==> src/rtl/burst_addr_gen.sv <==
module burst_addr_gen #(
  parameter int AW = 18,
  parameter int CW = 2
) (
  input  logic          clk,
  input  logic          rst_n,
  input  logic          proc_strobe_n,
  input  logic          ctrl_strobe_n,
  input  logic          chip_sel_n,
  input  logic [AW-1:0] start_addr,
  input  logic          adv_n,
  input  logic          adv_block,
  input  logic          interleave,
  output logic [AW-1:0] addr
);

  logic [AW-1:0] base_q;
  logic [CW-1:0] beat_q;
  logic [CW-1:0] low;
  logic          load;
  logic          step;

  assign load = (!proc_strobe_n && !chip_sel_n) || !ctrl_strobe_n;
  assign step = !load && !adv_n && !adv_block;

  always_ff @(posedge clk or negedge rst_n) begin
    if (!rst_n) begin
      base_q <= '0;
      beat_q <= '0;
    end else if (load) begin
      base_q <= start_addr;
      beat_q <= '0;
    end else if (step) begin
      beat_q <= beat_q + 1'b1;
    end
  end

  assign low  = interleave ? (base_q[CW-1:0] ^ beat_q) : (base_q[CW-1:0] + beat_q);
  assign addr = {base_q[AW-1:CW], low};

endmodule

==> config.mk <==
export PLATFORM = sky130hd
export DESIGN_NAME = burst_addr_gen
export DESIGN_NICKNAME = d
export VERILOG_FILES = /design/src/rtl/burst_addr_gen.sv
export SDC_FILE = /design/constraint.sdc
export NUM_CORES = 1
export LEC_CHECK = 0
export ABC_AREA = 1
export BUFFER_PORTS_ARGS = -buffer_cell sky130_fd_sc_hd__buf_4
export CORE_MARGIN = 2
export CORE_UTILIZATION = 45
export DETAILED_ROUTE_END_ITERATION = 10
export GPL_ROUTABILITY_DRIVEN = 0
export PLACE_DENSITY = 0.83
export SYNTH_ARGS = -nofsm -noshare
export SYNTH_HDL_FRONTEND = slang
export SYNTH_SLANG_ARGS = --single-unit
==> constraint.sdc <==
create_clock -name clk -period 1.2 [get_ports clk]
set_input_delay 0.24 -clock clk [delete_from_list [all_inputs] [get_ports clk]]
set_output_delay 0.24 -clock clk [all_outputs]
set_load 0.05 [all_outputs]
After elaboration in Yosys (flattened, before gate mapping)
Index checks and enable logic that the tools add are counted.

storage, ports and cells
  register bits = 20
  latch bits = 0
  memory bits (writable) = 0
  ROM bits = 0
  logic and storage cells = 19
  memories kept = 0

operators by class
  $add $sub $neg = 2
  multipliers = 0
  divide/modulo/power cells = 0
  $lt $le $gt $ge = 0
  eq/ne operators = 0
  shifts and indexed selects = 0
  mux-type cells = 3
  bitwise logic cells = 1
  reductions and logical operators = 11

operator list
  cell                   number
  $logic_not A1 Y1       6
  $mux W2                3
  $logic_and A1 B1 Y1    3
  $add A2 B1 Y2 const B  1
  $add A2 B2 Y2          1
  $reduce_bool A2 Y1     1
  $xor A2 B2 Y2          1
  $logic_or A1 B1 Y1     1

Depth between registers and ports, before layout
Gate-level depths: netlist (run 1).

  depth after elaboration = 8
  depth in mapped cells = 6
  depth with buffers taken out = 6

Least setup slack after synthesis (run 1)
Ideal clock, no wire load.

  kind = flip-flop to output port
  start point = register beat_q[0]
  end point = output port addr[1]
  data arrival time = 1.072 ns
  setup slack = -0.112 ns
  stages on the path, launching flop included = 7
  path buffers = 0
  cell sequence = dfrtp_1 -> ha_1 -> nand2_1 -> inv_1 -> nand2_1 -> nand2_1 -> inv_1

between the ends
  cells in the longest elaborated chain, start to end = 2

ends and longest elaborated chain
  element                 RTL line  text
  start, declared         18        logic [CW-1:0] beat_q;
  start signal, assigned  34        beat_q <= beat_q + 1'b1;
  $add A2 B2 Y2           38        assign low = interleave ? (base_q[CW-1:0] ^ beat_q) : (base_q[CW-1:0] + beat_q);
  $mux W2                 38
  end, declared           14        output logic [AW-1:0] addr

Every way passes these cells.

Final worst setup path (run 1)
Ends and elaborated chain as after synthesis.

==> impl_metrics.yaml, run 1 <==
synthesis:
  yosys_warnings: 0
  synth_nets: 144
  netlist_instances: 117
  synth_area_per_cell_um2: 8.35
  netlist_area_um2: 977
  yosysSeqAreaShare_pct: 51.2
  synth_cell_types: 15
  ys_seq_elements: 20
pwr:
  leakagePower_nw: 0.734
  internal_power_mw: 1.11
  power.density_nw_per_um2: 1300
  pwr-share-comb_pct: 32.5
  seqPwrFrac_pct: 45.1
  sw_frac_of_total_pct: 34.5
  totalPowerFinal_mw: 1.70
  ir_worst_vdd_uv: 984
  power_frac_clock_pct: 22.4
  p_switching_uw: 588
sta:
  finalSetupViolations: 2
  rsz0062_at_grt: "yes"
  hold_viol: 0
  layout_min_cycle_time_ns: 1.58
  slew_viol_final: 0
  fmax_mhz: 632
  slew_headroom_pct: 70.1
  timing.hold.ws_ns: 0.138
  skew_ns: 0.00353
  fin_ws_ns: -0.384
  tightest_slew_ns: 0.447
  period_share_pct: 132
worst_hold_path:
  worst_hold_path_type: "input pin to flop"
  whs_path_depth: 3
  hold_start: "start_addr[3]"
placement:
  dp_hpwl_um: 1420
  dp_slack_ns: -0.0899
  io_buffers: 43
clock_network:
  cts_tree: "done"
  cts_buffer_depth: 2
  h-tree-depth: 1
  numCtsBuffers: 3
  clockRootBuffer: "clkbuf_4"
  insertion_delay_ns: 0.29
  clkTransAtPathRegs_ns: 0.11
  cts.sinks: 20
worst_setup_path:
  arrival_ns: 1.34
  startpoint_type: "flop"
  reg2regPathDepth: 6
  critPathLaunch: "beat_q[0]$_DFFE_PN0P_"
  setup.worst_path.class: "flop to primary output"
  cp_cell_sequence: "ha_2 -> nand2_2 -> nand3_2 -> nand2_2 -> clkinvlp_4 -> buf_8"
  cp.required_ns: 0.96
  reg2reg_from: "beat_q[0]$_DFFE_PN0P_"
  cp.depth: 6
  endpoint_kind: "primary output"
  path_buf_inv: 2
  cp_slowest_cell: "dfrtp_1"
  cp_top_family: "flip-flops"
  critPathMaxFanout: 2
  path_common_cell: "nand2_2"
  max_stage_delay_ns: 0.41
route:
  drt_pass1_iterations: 2
  vias_per_cell: 4.52
  initialDrtViolationCount: 4
  wl_per_cell_um: 10.7
  drt_wl_total_um: 1910
  drc: 0
  antenna_left: 0
  vias: 809
finish:
  diodes: 0
  area_growth_pct: 33.9
  drive_gt1_share_pct: 42.8
  final_nets: 180
run:
  maxCapViolCount: 0
global_routing:
  grt_pass1_vias: 772
  grt_usage_pct: 16.0
  grt_max_degree: 21
  grt_pass1_wl_um: 3130
  antenna_found_initial: 0
  overflow: 0
floorplan:
  start_util_pct: 48.8
  fp.dieArea_um2: 2560
  die_y_um: 50.6
  core_area_um2: 2000
  rows: 16
  die_x_um: 50.6
  io_pins: 44
outcome:
  violations: "setup timing"
  status: "finished with violations"
## cells in the mapped netlist, drive strengths merged
library cell / n / area share (%)
nand2: 61 / 24
dfrtp: 20 / 51
buf: 18 / 14
inv: 6 / 2.3
nor2: 6 / 3.3
nand3: 2 / 1.0
o21ai: 2 / 2.2
a21oi: 1 / 0.51
ha: 1 / 1.3
## metrics by stage
step | std cells | cell area (um^2) | TNS, ns | utilization, %
finish | 179 | 1310 | -0.606 | 65.4
detailed placement | 171 | 1220 | -0.0899 | 60.8
floorplan | 117 | 983 | -0.0716 | -
global placement | 171 | 1220 | -0.0477 | 60.8
CTS | 177 | 1290 | -0.565 | 64.5
global route | 179 | 1310 | -0.729 | 65.4
## state kept, by name (all words and copies together), names as in the netlist
name / flops
beat_q: 2
base_q: 18
## final cells by class
class	count	area [um^2]
Multi-Input combinational cell	73	330
Inverter	6	26.3
Tap cell	27	33.8
Timing Repair Buffer	49	382
Clock buffer	4	36.3
Fill cell	182	693
Sequential cell	20	500
## cell usage in the layout, fill, tap and decap left out
master	instances
nand2_1	56
buf_4	46
dfrtp_1	20
nand2_2	5
nor2_1	4
inv_1	3
clkbuf_4	3
inv_2	2
nand3_2	1
clkinvlp_4	1
nor2_2	1
nor2_4	1
o21ai_4	1
o21ai_0	1
a21oi_1	1
nand3_1	1
ha_2	1
clkbuf_8	1
dlygate4sd3_1	1
buf_6	1
buf_8	1
## worst min-delay path, delay by kind of cell
family / cells / cell delay, ns
buffers and inverters: 1 / 0.07
and+or+nand+nor: 2 / 0.09
## final timing paths
path / endpoint / slack [ns]
setup / recovery: addr[1] / -0.38
hold / removal: base_q[3]$_DFFE_PN0P_ / 0.14
setup reg to reg: beat_q[0]$_DFFE_PN0P_ / 0.10
hold reg to reg: base_q[9]$_DFFE_PN0P_ / 0.49
max in group asynchronous: base_q[6]$_DFFE_PN0P_ / 0.65
min in group asynchronous: base_q[15]$_DFFE_PN0P_ / 0.35
## routing by layer
layer / vias to the layer above / share of wire (%) / GRT usage [%]
li1: 404 / - / -
met1: 387 / 36 / 17.3
met2: 16 / 60 / 30.3
met3: 2 / 2.9 / 2.08
met4: 0 / 1.0 / 7.66
met5: - / 0 / 0
## timing repair
item,in CTS,in global routing
hold buffers,1,0
hold endpoints to repair,20,0
setup endpoints to repair,2,2
setup buffers,1,2
pin swaps,2,3
gates resized for setup,6,2
## power by group through the flow
stage	clock network (mW)	logic, mW	registers [mW]
floorplan	0	0.416	0.774
detailed placement	0	0.532	0.782
CTS	0.385	0.555	0.769
global placement	0	0.523	0.779
finish	0.381	0.553	0.769
global route	0.420	0.589	0.776
## kinds of logic (layout without fill, tap and decap cells)
family                   Yosys count  after routing  synth area share, %
AO/OA/AOI/OAI                      3              3                 2.69
adder cells (fa/ha/maj)            1              1                 1.28
buffers and inverters             24             59                 16.5
flip-flops                        20             20                 51.2
AND/OR/NAND/NOR                   69             69                 28.3
(Power assumes the default switching activity.)
==> inputs of run 2 (changes only) <==
--- a/config.mk
+++ b/config.mk
@@ -11,7 +11,9 @@
 export CORE_UTILIZATION = 45
 export DETAILED_ROUTE_END_ITERATION = 10
 export GPL_ROUTABILITY_DRIVEN = 0
-export PLACE_DENSITY = 0.83
+export PLACE_DENSITY = 0.77
+export SETUP_SLACK_MARGIN = 0.02
+export SKIP_LAST_GASP = 1
 export SYNTH_ARGS = -nofsm -noshare
 export SYNTH_HDL_FRONTEND = slang
 export SYNTH_SLANG_ARGS = --single-unit
==> impl_metrics.yaml, run 2 (synthesis gave the netlist of run 1 again) <==
pwr:
  power.density_nw_per_um2: 1300
  p_switching_uw: 578
  ir_worst_vdd_uv: 877
  sw_frac_of_total_pct: 34.0
  seqPwrFrac_pct: 45.0
  leakagePower_nw: 0.739
  internal_power_mw: 1.12
  pwr-share-comb_pct: 33.2
  totalPowerFinal_mw: 1.70
  power_frac_clock_pct: 21.8
sta:
  layout_min_cycle_time_ns: 1.57
  hold_viol: 0
  finalSetupViolations: 2
  slew_headroom_pct: 70.0
  timing.hold.ws_ns: 0.145
  rsz0062_at_grt: "yes"
  skew_ns: 0.000155
  finalSetupTns_ns: -0.567
  slew_viol_final: 0
  period_share_pct: 131
  tightest_slew_ns: 0.450
  fin_ws_ns: -0.368
  fmax_mhz: 638
placement:
  dp_hpwl_um: 1410
  dp_slack_ns: -0.0842
  io_buffers: 43
  postPlaceCellArea_um2: 1220
  dp.cells: 172
finish:
  area_growth_pct: 34.4
  layout.cells.non_filler: 180
  drive_gt1_share_pct: 41.8
  largest_reg_flops: 18
  postLayoutCoreUtil_pct: 65.6
  diodes: 0
  mostFrequentLayoutCell: "nand2_1"
  final_nets: 181
  layout_common_cells: "nand2_1, buf_4, dfrtp_1"
  largest_register: "base_q"
  final_area_um2: 1310
  top_regs: "base_q: 18 flops, beat_q: 2 flops"
worst_hold_path:
  worst_hold_path_type: "input pin to flop"
route:
  met1_length_um: 713
  wl_per_cell_um: 10.6
  drt_pass1_iterations: 1
  drt_wl_total_um: 1910
  initialDrtViolationCount: 0
  antenna_left: 0
  met3_length_um: 51
  wl_met2_um: 1120
  top_layer_used: "met4"
  vias_per_cell: 4.39
  vias: 791
  drc: 0
clock_network:
  cts_buffer_depth: 2
  cts_tree: "done"
  numCtsBuffers: 3
  insertion_delay_ns: 0.28
  h-tree-depth: 1
  cts.sinks: 20
  clockRootBuffer: "clkbuf_4"
  clkTransAtPathRegs_ns: 0.10
global_routing:
  grt_pass1_wl_um: 3080
  grt_usage_pct: 16.2
  grt_pass1_vias: 750
  grt_max_degree: 21
  antenna_found_initial: 0
  overflow: 0
floorplan:
  die_x_um: 50.6
  start_util_pct: 48.8
  io_pins: 44
  rows: 16
  fp.dieArea_um2: 2560
  core_area_um2: 2000
  die_y_um: 50.6
worst_setup_path:
  arrival_ns: 1.33
  setup.worst_path.class: "flop to primary output"
  endpoint_kind: "primary output"
  cp.required_ns: 0.96
  critPathMaxFanout: 2
  startpoint_type: "flop"
run:
  maxCapViolCount: 0
outcome:
  violations: "setup timing"
  status: "finished with violations"
## run 2: cell types whose count changed in the layout (fill, tap and decap cells not counted)
cell     change
nand2_1      +1
inv_1        +1
inv_2        -1
buf_4        +1
nand2_2      -1
## run 2: worst paths after layout
kind                                        from                     end  slack [ns]  cells after the start
setup reg to reg           beat_q[0]$_DFFE_PN0P_   beat_q[1]$_DFFE_PN0P_        0.34                      3
setup / recovery           base_q[0]$_DFFE_PN0P_                 addr[1]       -0.37                      6
hold / removal                    start_addr[16]  base_q[16]$_DFFE_PN0P_        0.15                      3
min in group asynchronous                  rst_n   base_q[3]$_DFFE_PN0P_        0.36                      2
hold reg to reg            base_q[2]$_DFFE_PN0P_   base_q[2]$_DFFE_PN0P_        0.48                      2
max in group asynchronous                  rst_n   beat_q[1]$_DFFE_PN0P_        0.64                      2
## run 2: layout make-up
type,count,area [um^2]
inverter,6,26.3
fill,182,688
clock buffer,4,36.3
timing repair buffer,50,389
tap,27,33.8
multi-input combinational,73,328
sequential,20,500
## run 2: worst max-delay path, cell delays in order (launching register included)
cell and delay, ns:
dfrtp_1 0.39, ha_2 0.18, nand2_2 0.07, nand3_2 0.07
nand2_2 0.09, clkinvlp_4 0.09, buf_8 0.15
## run 2: layer usage
metal	global-route usage (%)	vias to the layer above
li1	-	409
met4	9.46	0
met1	17.8	367
met2	29.8	13
met5	0	-
met3	1.79	2
## run 2: power by group through the flow
stage          logic, mW  clock network [mW]  registers [mW]
4_1_cts            0.555               0.390           0.767
6_report           0.565               0.371           0.766
3_3_place_gp       0.527                   0           0.779
2_1_floorplan      0.416                   0           0.774
5_1_grt            0.602               0.428           0.776
3_5_place_dp       0.535                   0           0.780
## run 2: repair_timing
item	4_1_cts	5_1_grt
pin swaps	2	0
gates resized for setup	6	0
hold buffers	1	0
buffers inserted	0	3
hold endpoints to repair	20	0
setup endpoints to repair	2	5
==> inputs of run 3 (changes only) <==
--- a/config.mk
+++ b/config.mk
@@ -8,10 +8,10 @@
 export ABC_AREA = 1
 export BUFFER_PORTS_ARGS = -buffer_cell sky130_fd_sc_hd__buf_4
 export CORE_MARGIN = 2
-export CORE_UTILIZATION = 45
+export CORE_UTILIZATION = 49
 export DETAILED_ROUTE_END_ITERATION = 10
 export GPL_ROUTABILITY_DRIVEN = 0
-export PLACE_DENSITY = 0.77
+export PLACE_DENSITY = 0.83
 export SETUP_SLACK_MARGIN = 0.02
 export SKIP_LAST_GASP = 1
 export SYNTH_ARGS = -nofsm -noshare
==> constraint.sdc (replaced) <==
create_clock -name clk -period 1.9 [get_ports clk]
set_input_delay 0.38 -clock clk [delete_from_list [all_inputs] [get_ports clk]]
set_output_delay 0.38 -clock clk [all_outputs]
set_load 0.05 [all_outputs]
==> impl_metrics.yaml, run 3 (synthesis gave the netlist of run 1 again) <==
clock_network:
  insertion_delay_ns: 0.29
  cts_tree: "done"
  cts.sinks: 20
  numCtsBuffers: 3
  clkTransAtPathRegs_ns: 0.11
  h-tree-depth: 1
  cts_setup_buffers: 0
  clockRootBuffer: "clkbuf_4"
  cts_buffer_depth: 2
global_routing:
  grt_pass1_wl_um: 3170
  globalRouteMet1Util_pct: 21.5
  grt_max_degree: 21
  grt_use_met2_pct: 28.3
  overflow: 0
  antenna_found_initial: 0
  grt_pass1_vias: 772
  global_route.usage.met3_pct: 4.32
  gr-max-usage-layer: "met2"
  grt_usage_pct: 16.8
route:
  drt_wl_total_um: 1730
  wl_per_cell_um: 9.95
  vias_per_cell: 4.39
  drt_pass1_iterations: 4
  antenna_left: 0
  vias: 763
  drc: 0
  initialDrtViolationCount: 13
finish:
  area_growth_pct: 27.0
  top_regs: "base_q: 18 flops, beat_q: 2 flops"
  final_area_um2: 1240
  largest_register: "base_q"
  layout_common_cells: "nand2_1, buf_4, dfrtp_1, inv_1, nor2_1"
  diodes: 0
  postLayoutCoreUtil_pct: 64.6
  final_nets: 175
  fillers: 155
  largest_reg_flops: 18
  layout.cells.non_filler: 174
  drive_gt1_share_pct: 36.1
  mostFrequentLayoutCell: "nand2_1"
pwr:
  ir_worst_vdd_uv: 648
  totalPowerFinal_mw: 1.05
  p_switching_uw: 357
  leakagePower_nw: 0.709
  internal_power_uw: 689
  power.density_nw_per_um2: 843
  pwr-share-comb_pct: 31.2
  sw_frac_of_total_pct: 34.1
  power_frac_clock_pct: 22.4
  seqPwrFrac_pct: 46.4
floorplan:
  io_pins: 44
  rows: 16
  core_area_um2: 1920
  fp.dieArea_um2: 2370
  start_util_pct: 50.8
  die_x_um: 48.7
  die_y_um: 48.7
sta:
  skew_ns: 0.000107
  slew_viol_final: 0
  layout_min_cycle_time_ns: 1.75
  slew_headroom_pct: 67.9
  period_share_pct: 92.3
  finalSetupViolations: 0
  finalSetupTns_ns: 0
  hold_viol: 0
  tightest_slew_ns: 0.480
  rsz0062_at_grt: "no"
  fmax_mhz: 570
worst_setup_path:
  cp.required_ns: 1.52
  startpoint_type: "flop"
  endpoint_kind: "primary output"
  setup.worst_path.class: "flop to primary output"
  arrival_ns: 1.37
  critPathMaxFanout: 5
outcome:
  status: "finished clean"
placement:
  dp.cells: 169
  postPlaceCellArea_um2: 1190
  io_buffers: 43
  dp_hpwl_um: 1310
run:
  maxCapViolCount: 0
worst_hold_path:
  worst_hold_path_type: "input pin to flop"
## run 3: worst paths after layout
path                                       startpoint  depth (start not counted)                      to  slack (ns)
worst max-delay path            beat_q[0]$_DFFE_PN0P_                          7                 addr[1]        0.15
worst min-delay path                   start_addr[17]                          3  base_q[17]$_DFFE_PN0P_        0.29
worst max register to register  beat_q[0]$_DFFE_PN0P_                          2   beat_q[1]$_DFFE_PN0P_        1.15
worst min register to register  base_q[9]$_DFFE_PN0P_                          2   base_q[9]$_DFFE_PN0P_        0.48
max in group asynchronous                       rst_n                          2   base_q[3]$_DFFE_PN0P_        1.21
min in group asynchronous                       rst_n                          2  base_q[13]$_DFFE_PN0P_        0.49
## run 3: final cells by class
cell class | instances | area (um^2) | share of cell area, %
inverters | 6 | 22.5 | 1.81
clock buffers | 4 | 36.3 | 2.92
flip-flops and latches | 20 | 500 | 40.3
multi-input cells | 73 | 315 | 25.4
repair buffers | 44 | 333 | 26.8
well taps | 27 | 33.8 | 2.72
## run 3: through the flow
step	setup slack, ns	hold WS, ns
final	0.147	0.285
after global routing	0.0288	0.269
after CTS	0.128	0.277
after detailed placement	0.467	0.272
after global placement	0.521	0.266
after floorplan	0.448	0.0844
## run 3: layer usage
metal | vias to the layer above | share of wire, % | wire length (um)
met5 | - | 0 | 0
met4 | 0 | 0 | 0
met3 | 0 | 7.3 | 127
met2 | 34 | 48 | 839
met1 | 332 | 44 | 763
li1 | 397 | - | -
## run 3: critical path, cell delays in order (launching register included)
cell     delay [ns]
dfrtp_1        0.43
ha_1           0.20
nand2_1        0.08
inv_1          0.04
nand2_1        0.05
nand2_1        0.04
inv_1          0.05
buf_4          0.19
## run 3: timing repair
action,in CTS,in global routing
hold buffers,1,0
resized for setup,0,0
endpoints found under the hold margin,20,0
## run 3: power groups by stage
stage | Sequential [mW] | Clock (mW) | Combinational [mW]
final | 0.486 | 0.235 | 0.326
after global routing | 0.491 | 0.270 | 0.349
after CTS | 0.486 | 0.246 | 0.330
after detailed placement | 0.493 | 0 | 0.329
after global placement | 0.492 | 0 | 0.322
after floorplan | 0.489 | 0 | 0.259
